$ cat config.mk
export PLATFORM = sky130hd
export DESIGN_NAME = condInputSeq
export DESIGN_NICKNAME = d
export VERILOG_FILES = /design/src/rtl/condInputPkg.sv /design/src/rtl/condInputCtl.sv /design/src/rtl/condInputData.sv /design/src/rtl/condInputSeq.sv
export SDC_FILE = /design/constraint.sdc
export NUM_CORES = 1
export LEC_CHECK = 0
export ABC_AREA = 1
export BUFFER_PORTS_ARGS = -buffer_cell sky130_fd_sc_hd__clkbuf_2
export CAP_MARGIN = 20
export CELL_PAD_IN_SITES_DETAIL_PLACEMENT = 1
export CELL_PAD_IN_SITES_GLOBAL_PLACEMENT = 1
export CORE_ASPECT_RATIO = 0.8
export CORE_MARGIN = 10
export CORE_UTILIZATION = 38
export CTS_CLUSTER_DIAMETER = 60
export DETAILED_ROUTE_END_ITERATION = 7
export GPL_TIMING_DRIVEN = 0
export PLACE_DENSITY = 0.9
export SYNTH_ARGS = -nofsm -noshare
export SYNTH_HDL_FRONTEND = slang
export SYNTH_SLANG_ARGS = --single-unit
export TNS_END_PERCENT = 1
$ cat constraint.sdc
create_clock -name clk -period 3.7 [get_ports clk]
set_input_delay 0.74 -clock clk [delete_from_list [all_inputs] [get_ports clk]]
set_output_delay 0.74 -clock clk [all_outputs]
set_load 0.03 [all_outputs]
$ cat src/rtl/condInputPkg.sv
package condInputPkg;
  typedef enum logic [2:0] {
    ST_IDLE,
    ST_SETTLE,
    ST_SAMPLE,
    ST_LOADED,
    ST_STROBE,
    ST_DONE
  } seqState_t;

  typedef struct packed {
    logic capture;  // latch pc/address, clear accumulator
    logic loadAcc;  // take the data bus into the accumulator
    logic setPc;    // compute the next program counter
    logic skip;     // advance by two instead of one
  } seqCtl_t;
endpackage

$ cat src/rtl/condInputCtl.sv
module condInputCtl
  import condInputPkg::*;
#(
  parameter int SETTLE = 2
) (
  input  logic    clk,
  input  logic    rstN,
  input  logic    start,
  input  logic    readyN,
  output seqCtl_t ctl,
  output logic    inCmd,
  output logic    strobeN,
  output logic    done
);
  localparam int CNT_W = (SETTLE > 1) ? $clog2(SETTLE) : 1;
  localparam logic [CNT_W-1:0] CNT_LAST = CNT_W'(SETTLE - 1);

  seqState_t state, stateNext;
  logic [CNT_W-1:0] settleCnt;

  always_comb begin
    stateNext = state;
    ctl = '0;
    unique case (state)
      ST_IDLE: if (start) begin
        stateNext = ST_SETTLE;
        ctl.capture = 1'b1;
      end
      ST_SETTLE: if (settleCnt == CNT_LAST) stateNext = ST_SAMPLE;
      ST_SAMPLE: begin
        ctl.setPc = 1'b1;
        if (!readyN) begin
          ctl.loadAcc = 1'b1;
          ctl.skip = 1'b1;
          stateNext = ST_LOADED;
        end else begin
          stateNext = ST_DONE;
        end
      end
      ST_LOADED: stateNext = ST_STROBE;
      ST_STROBE: stateNext = ST_DONE;
      ST_DONE:   stateNext = ST_IDLE;
      default:   stateNext = ST_IDLE;
    endcase
  end

  always_ff @(posedge clk) begin
    if (!rstN) begin
      state <= ST_IDLE;
      settleCnt <= '0;
    end else begin
      state <= stateNext;
      if (state == ST_SETTLE) settleCnt <= settleCnt + 1'b1;
      else settleCnt <= '0;
    end
  end

  assign inCmd = (state == ST_SETTLE) || (state == ST_SAMPLE) ||
                 (state == ST_LOADED) || (state == ST_STROBE);
  assign strobeN = (state != ST_STROBE);
  assign done = (state == ST_DONE);


  strobe_with_cmd_chk: assert property (@(posedge clk) disable iff (!rstN)
    !strobeN |-> inCmd);

  strobe_width_chk: assert property (@(posedge clk) disable iff (!rstN)
    !strobeN |=> strobeN);

  done_pulse_chk: assert property (@(posedge clk) disable iff (!rstN)
    done |=> !done);

  done_release_chk: assert property (@(posedge clk) disable iff (!rstN)
    done |-> !inCmd);

  sample_after_settle_chk: assert property (@(posedge clk) disable iff (!rstN)
    ctl.setPc |-> ($past(inCmd, 1) && $past(inCmd, 2)));
endmodule

$ cat src/rtl/condInputData.sv
module condInputData
  import condInputPkg::*;
#(
  parameter int DATA_W = 16,
  parameter int ADDR_W = 6,
  parameter int PC_W   = 15
) (
  input  logic              clk,
  input  logic              rstN,
  input  seqCtl_t           ctl,
  input  logic [PC_W-1:0]   pcIn,
  input  logic [ADDR_W-1:0] devAddr,
  input  logic [DATA_W-1:0] dataBus,
  output logic [ADDR_W-1:0] ioAddr,
  output logic [DATA_W-1:0] acc,
  output logic [PC_W-1:0]   pcOut
);
  localparam logic [PC_W-1:0] STEP_ONE = PC_W'(1);
  localparam logic [PC_W-1:0] STEP_TWO = PC_W'(2);

  logic [PC_W-1:0] pcHold;

  always_ff @(posedge clk) begin
    if (!rstN) begin
      acc <= '0;
      pcHold <= '0;
      pcOut <= '0;
      ioAddr <= '0;
    end else begin
      if (ctl.capture) begin
        acc <= '0;
        pcHold <= pcIn;
        ioAddr <= devAddr;
      end else if (ctl.loadAcc) begin
        acc <= dataBus;
      end
      if (ctl.setPc) pcOut <= pcHold + (ctl.skip ? STEP_TWO : STEP_ONE);
    end
  end


  acc_clear_chk: assert property (@(posedge clk) disable iff (!rstN)
    ctl.capture |=> (acc == '0));

  noload_zero_chk: assert property (@(posedge clk) disable iff (!rstN)
    (ctl.setPc && !ctl.skip) |=> (acc == '0));
endmodule

$ cat src/rtl/condInputSeq.sv
module condInputSeq
  import condInputPkg::*;
#(
  parameter int DATA_W = 16,
  parameter int ADDR_W = 6,
  parameter int PC_W   = 15,
  parameter int SETTLE = 2
) (
  input  logic              clk,
  input  logic              rstN,
  input  logic              start,
  input  logic [PC_W-1:0]   pcIn,
  input  logic [ADDR_W-1:0] devAddr,
  input  logic [DATA_W-1:0] dataBus,
  input  logic              readyN,
  output logic [ADDR_W-1:0] ioAddr,
  output logic              inCmd,
  output logic              strobeN,
  output logic [DATA_W-1:0] acc,
  output logic [PC_W-1:0]   pcOut,
  output logic              done
);
  seqCtl_t ctl;

  condInputCtl #(.SETTLE(SETTLE)) uCtl (
    .clk(clk), .rstN(rstN), .start(start), .readyN(readyN),
    .ctl(ctl), .inCmd(inCmd), .strobeN(strobeN), .done(done)
  );

  condInputData #(.DATA_W(DATA_W), .ADDR_W(ADDR_W), .PC_W(PC_W)) uData (
    .clk(clk), .rstN(rstN), .ctl(ctl), .pcIn(pcIn), .devAddr(devAddr),
    .dataBus(dataBus), .ioAddr(ioAddr), .acc(acc), .pcOut(pcOut)
  );


  addr_hold_chk: assert property (@(posedge clk) disable iff (!rstN)
    (inCmd && $past(inCmd)) |-> $stable(ioAddr));

  idle_quiet_chk: assert property (@(posedge clk) disable iff (!rstN)
    !inCmd |-> strobeN);
endmodule

; ---- Word level (Yosys, flattened, before mapping)
; Cells that the tools add are included.
[classes]
addsub = 2
eq_ne = 8
muxes = 9
bitwise = 1
n_reduce_logical = 7
[ops]
columns = op, count
row1 = $add A15 B15 Y15, 1
row2 = $pmux W3 S5, 1
row3 = $mux W3, 4
row4 = $eq A3 B2 Y1 const B, 2
row5 = $eq A3 B3 Y1 const B, 2
row6 = $reduce_and A2 Y1, 2
row7 = $eq A3 B1 Y1 const B, 1
row8 = $logic_not A3 Y1, 1
row9 = $logic_or A1 B1 Y1, 3
row10 = $mux W1, 3
row11 = $ne A3 B3 Y1 const B, 1
row12 = $mux W2, 1
row13 = $ne A2 B1 Y1 const B, 1
row14 = $ne A2 B2 Y1 const B, 1
row15 = $reduce_or A2 Y1, 1
row16 = $add A1 B1 Y1 const B, 1
row17 = $not A1 Y1, 1
[word_totals]
ff_bits = 56
in_bits = 41
output_inout_bits = 40

; ---- Depth between registers and ports, before layout
[logic_depth]
ltp_word = 4
ltp_mapped = 14

; ---- Cells and area by module
; Synthesis repeated with hierarchy kept, for this count alone.
[hier_totals]
hier_cells = 345
area_unflattened_um2 = 2442.3
[by_module_without_submodules]
columns = mod, n_inst, cells_each, area_each_um2
row1 = condInputData, 1, 307, 2200.9
row2 = condInputCtl, 1, 38, 241.5

; ---- Worst setup path after synthesis
; OpenSTA, ideal clock, no wires.
[synth_timing]
path_type = input to register
from = input readyN
to = register uData.pcOut[2]
t_arrival_ns = 2.100
required_time_ns = 3.586
path_slack_ns = 1.486
stages = 11
path_buffers = 2
path_cell_list = nor2_1 > nand2_2 > clkinv_1 > buf_2 > nor2_1 > ha_1 > o21bai_2 > buf_4 > xor2_1 > o21bai_1 > inv_1
[synth_between]
elab_chain_cells = 4
[synth_rtl]
columns = element, line_no
row1 = start: declaration, condInputSeq.sv:15  ; input logic readyN,
row2 = $mux W1, condInputCtl.sv:32  ; if (!readyN) begin
row3 = $mux W3, condInputCtl.sv:24  ; unique case (state)
row4 = $mux W2, condInputData.sv:37  ; if (ctl.setPc) pcOut <= pcHold + (ctl.skip ? STEP_TWO : STEP_ONE);
row5 = $add A15 B15 Y15, condInputData.sv:37
row6 = end signal: assignment, condInputData.sv:37
row7 = end: declaration, condInputData.sv:16  ; output logic [PC_W-1:0] pcOut
; Every way passes these cells.
; A chain may end at the register's enable or synchronous reset.

; ---- Worst setup path in the final report
[layout_timing]
from = input readyN
to = register uData.pcOut[10]
; Same word-level chain as after synthesis.

==> flow_metrics.py <==
metrics = {
    "placed_design": {
        "place.gp.congestion": 0.844,
        "portBuffers": 79,
        "dpl_cell_area_um2": 2960,
        "dp_hpwl_mm": 6.17,
    },
    "detailed_routing": {
        "highest-signal-layer": "met4",
        "via_count": 2461,
        "drc": 0,
        "via_per_inst": 4.86,
        "wl_per_cell_um": 15.4,
        "drtIter0Drc": 134,
        "route.met3.wl_um": 658,
        "ant_nets": 0,
        "wl_met1_mm": 3.37,
        "routed_wl_mm": 7.78,
        "dr.pass1.iters": 4,
        "wl_met2_mm": 3.69,
    },
    "synth": {
        "ys_seq_area_frac": 0.456,
        "synth_top_area_share": 0.456,
        "synthesis.area_um2": 2460,
        "yosys-top-cells-area": "dfxtp_1, nand2_1, a21oi_1, inv_1, o21ai_0",
        "synth_area_per_cell_um2": 7.35,
        "yosys_warnings": 0,
        "synthCells": 335,
        "yosysTopAreaCell": "dfxtp_1",
        "syn_nets": 377,
        "synth_seq_cells": 56,
        "netlist-cell-type-count": 31,
    },
    "finish": {
        "diodes": 0,
        "layout-drive-gt1-share": 0.249,
        "final_common_cell": "clkbuf_2",
        "regArea_um2": 1120,
        "syn_to_final_growth_pct": 24.1,
        "final_area_um2": 3050,
        "fillCellCount": 860,
        "final_cell_mix": "clkbuf_2, nand2_1, dfxtp_1, inv_1, a21oi_1",
        "multi_input_comb_area_um2": 1060,
        "final_util": 0.481,
        "nets": 463,
    },
    "floorplan": {
        "die_h_um": 92.0,
        "pin_count": 81,
        "core_area_um2": 6340,
        "die_x_um": 110,
        "rows": 26,
        "die-area_um2": 10100,
        "start_util": 0.388,
    },
    "sta": {
        "worst_pin_slew_ps": 483,
        "tns_ps": 0,
        "finalSetupViolCount": 0,
        "grt_setup_unrepaired": "false",
        "finalHoldViolCount": 0,
        "slew_headroom": 0.678,
        "fmax_ghz": 0.443,
        "fin_skew_ps": 9.68,
        "fin_crit_sh": 0.610,
        "holdWs_ps": 454,
        "maxSlewViolCount": 0,
        "period_needed_ps": 2260,
    },
    "min_path": {
        "hold_depth": 2,
        "hp-class": "flip-flop to flip-flop",
        "hp-start": "uData.ioAddr[1]$_SDFFE_PN0P_",
        "whs_endpoint": "uData.ioAddr[1]$_SDFFE_PN0P_",
    },
    "power_and_ir_drop": {
        "clockPowerShare": 0.270,
        "p_seq_frac": 0.522,
        "ir_worst_vdd_mv": 0.249,
        "p_comb_frac": 0.208,
        "powerDensity_nw_per_um2": 431,
        "sw_frac_of_total": 0.325,
        "p_leak_nw": 1.42,
        "power_switching_uw": 428,
        "intPower_uw": 890,
    },
    "worst_setup_path": {
        "crit_chain": "clkbuf_2 > nor2_1 > nand2_2 > clkinv_1 > buf_2 > nor2_1 > ha_1 > o21bai_2 > buf_4 > nand2_1 > nand2_1 > nand3_1 > nand2_1 > inv_1",
        "crit_start": "readyN",
        "r2r-end": "uData.pcOut[10]$_SDFFE_PN0N_",
        "cp-end-kind": "flip-flop",
        "critPathRequiredTime_ps": 3920,
        "worstReg2RegStart": "uCtl.state[0]$_SDFFE_PN0P_",
        "cpPeakStageDelay_ps": 280,
        "crit_arrival_ps": 2470,
        "reg2reg_depth": 13,
        "critPathMaxFanout": 10,
        "start_kind": "input port",
        "critPathSlowestCell": "buf_2",
        "worst_path_most_repeated_cell": "nand2_1",
        "rrSetupSlack_ps": 1460,
        "critPathKind": "input port to flip-flop",
    },
    "cts": {
        "clock-sinks": 56,
        "htree_levels": 2,
        "clk_path_buf_depth": 2,
        "cts_hold_buf": 0,
        "clkTransAtPathRegs_ps": 100,
        "numCtsBuffers": 5,
        "cts_resized": 0,
        "cts_tree": "yes",
        "post_cts_buffers": 0,
        "root_buffer": "clkbuf_8",
        "worstSkewPairLatency_ps": 310,
    },
    "global_routing": {
        "grt_pass1_vias": 2614,
        "antenna_found_initial": 0,
        "grt_max_degree": 17,
        "grt_usage": 0.155,
        "grt_pass1_wl_mm": 12.8,
        "grt-ovfl-total": 0,
    },
    "outcome": {
        "outcome": "complete, no violations",
    },
    "flow_run": {
        "cap_violations": 0,
    },
}
[area by class of cell]
cell class / instances / area share
Buffer: 15 / 0.0270
Clock buffer: 6 / 0.0270
Clock inverter: 2 / 0.00328
Inverter: 50 / 0.0631
Multi-Input combinational cell: 214 / 0.349
Sequential cell: 56 / 0.367
Tap cell: 84 / 0.0344
Timing Repair Buffer: 79 / 0.129
[cells in the mapped netlist]
cell type and count:
a211oi_1 1, a21oi_1 40, a21oi_2 1, buf_2 3, buf_4 2, buf_6 2, clkbuf_1 8, clkinv_1 1
clkinv_4 1, dfxtp_1 56, ha_1 1, inv_1 46, inv_2 2, nand2_1 73, nand2_2 2, nand3_1 21
nand3_2 1, nand3b_1 1, nand4_1 10, nor2_1 12, nor2_4 1, nor3_1 1, o211ai_1 1, o21a_1 11
o21ai_0 26, o21ai_1 3, o21bai_1 2, o21bai_2 1, or2_2 1, or2_4 1, xor2_1 3
[kinds of logic (layout without fill, tap and decap cells)]
family                     count (synthesis)  in the layout  share of synthesized area
and+or+nand+nor                          124            124                      0.223
AOI/OAI and AO/OA                         86             86                      0.194
buffers and inverters                     65            152                      0.112
DFF                                       56             56                      0.456
xor gates and xnor gates                   3              3                     0.0107
adders and majority gates                  1              1                    0.00508
[state kept, by name, summed over array words and instances (netlist names)]
| name | cells |
|---|---|
| uData.acc | 16 |
| uData.pcHold | 15 |
| uData.pcOut | 15 |
| uData.ioAddr | 6 |
| uCtl.state | 3 |
| uCtl.settleCnt | 1 |
[worst max-delay path by stage]
stage / endpoint / slack, ps / cells after the start
after global routing: uData.pcOut[14]$_SDFFE_PN0N_ / 1170 / 13
after floorplan: uData.pcOut[2]$_SDFFE_PN0N_ / 1490 / 11
final: uData.pcOut[10]$_SDFFE_PN0N_ / 1440 / 14
after CTS: uData.pcOut[10]$_SDFFE_PN0N_ / 1400 / 14
after detailed placement: uData.pcOut[14]$_SDFFE_PN0N_ / 1060 / 14
after global placement: uData.pcOut[2]$_SDFFE_PN0N_ / 1150 / 12
[routing by layer]
metal | vias up | global-route usage
li1 | 1250 | -
met1 | 1143 | 0.187
met2 | 63 | 0.258
met3 | 5 | 0.0545
met4 | 0 | 0.0335
met5 | - | 0
[through the flow]
stage               worst slack (ps)  cells  power [mW]
floorplan                       1490    335       0.877
global placement                1150    498       0.962
detailed placement              1060    498       0.978
CTS                             1400    506        1.33
global route                    1170    506        1.39
finish                          1440    506        1.32
[power by group through the flow]
stage / clock [mW] / sequential, mW / combinational [mW]
6_report: 0.355 / 0.687 / 0.275
2_1_floorplan: 0 / 0.736 / 0.142
3_5_place_dp: 0 / 0.701 / 0.277
4_1_cts: 0.361 / 0.687 / 0.278
5_1_grt: 0.393 / 0.695 / 0.307
3_3_place_gp: 0 / 0.697 / 0.266
[critical path, delay by kind of cell]
kind | cells | cell delay, ps
AOI/OAI and AO/OA | 1 | 150
adders and majority gates | 1 | 140
and+or+nand+nor | 7 | 560
buffers and inverters | 5 | 880
Note: power is estimated with default switching activity, not from simulation.
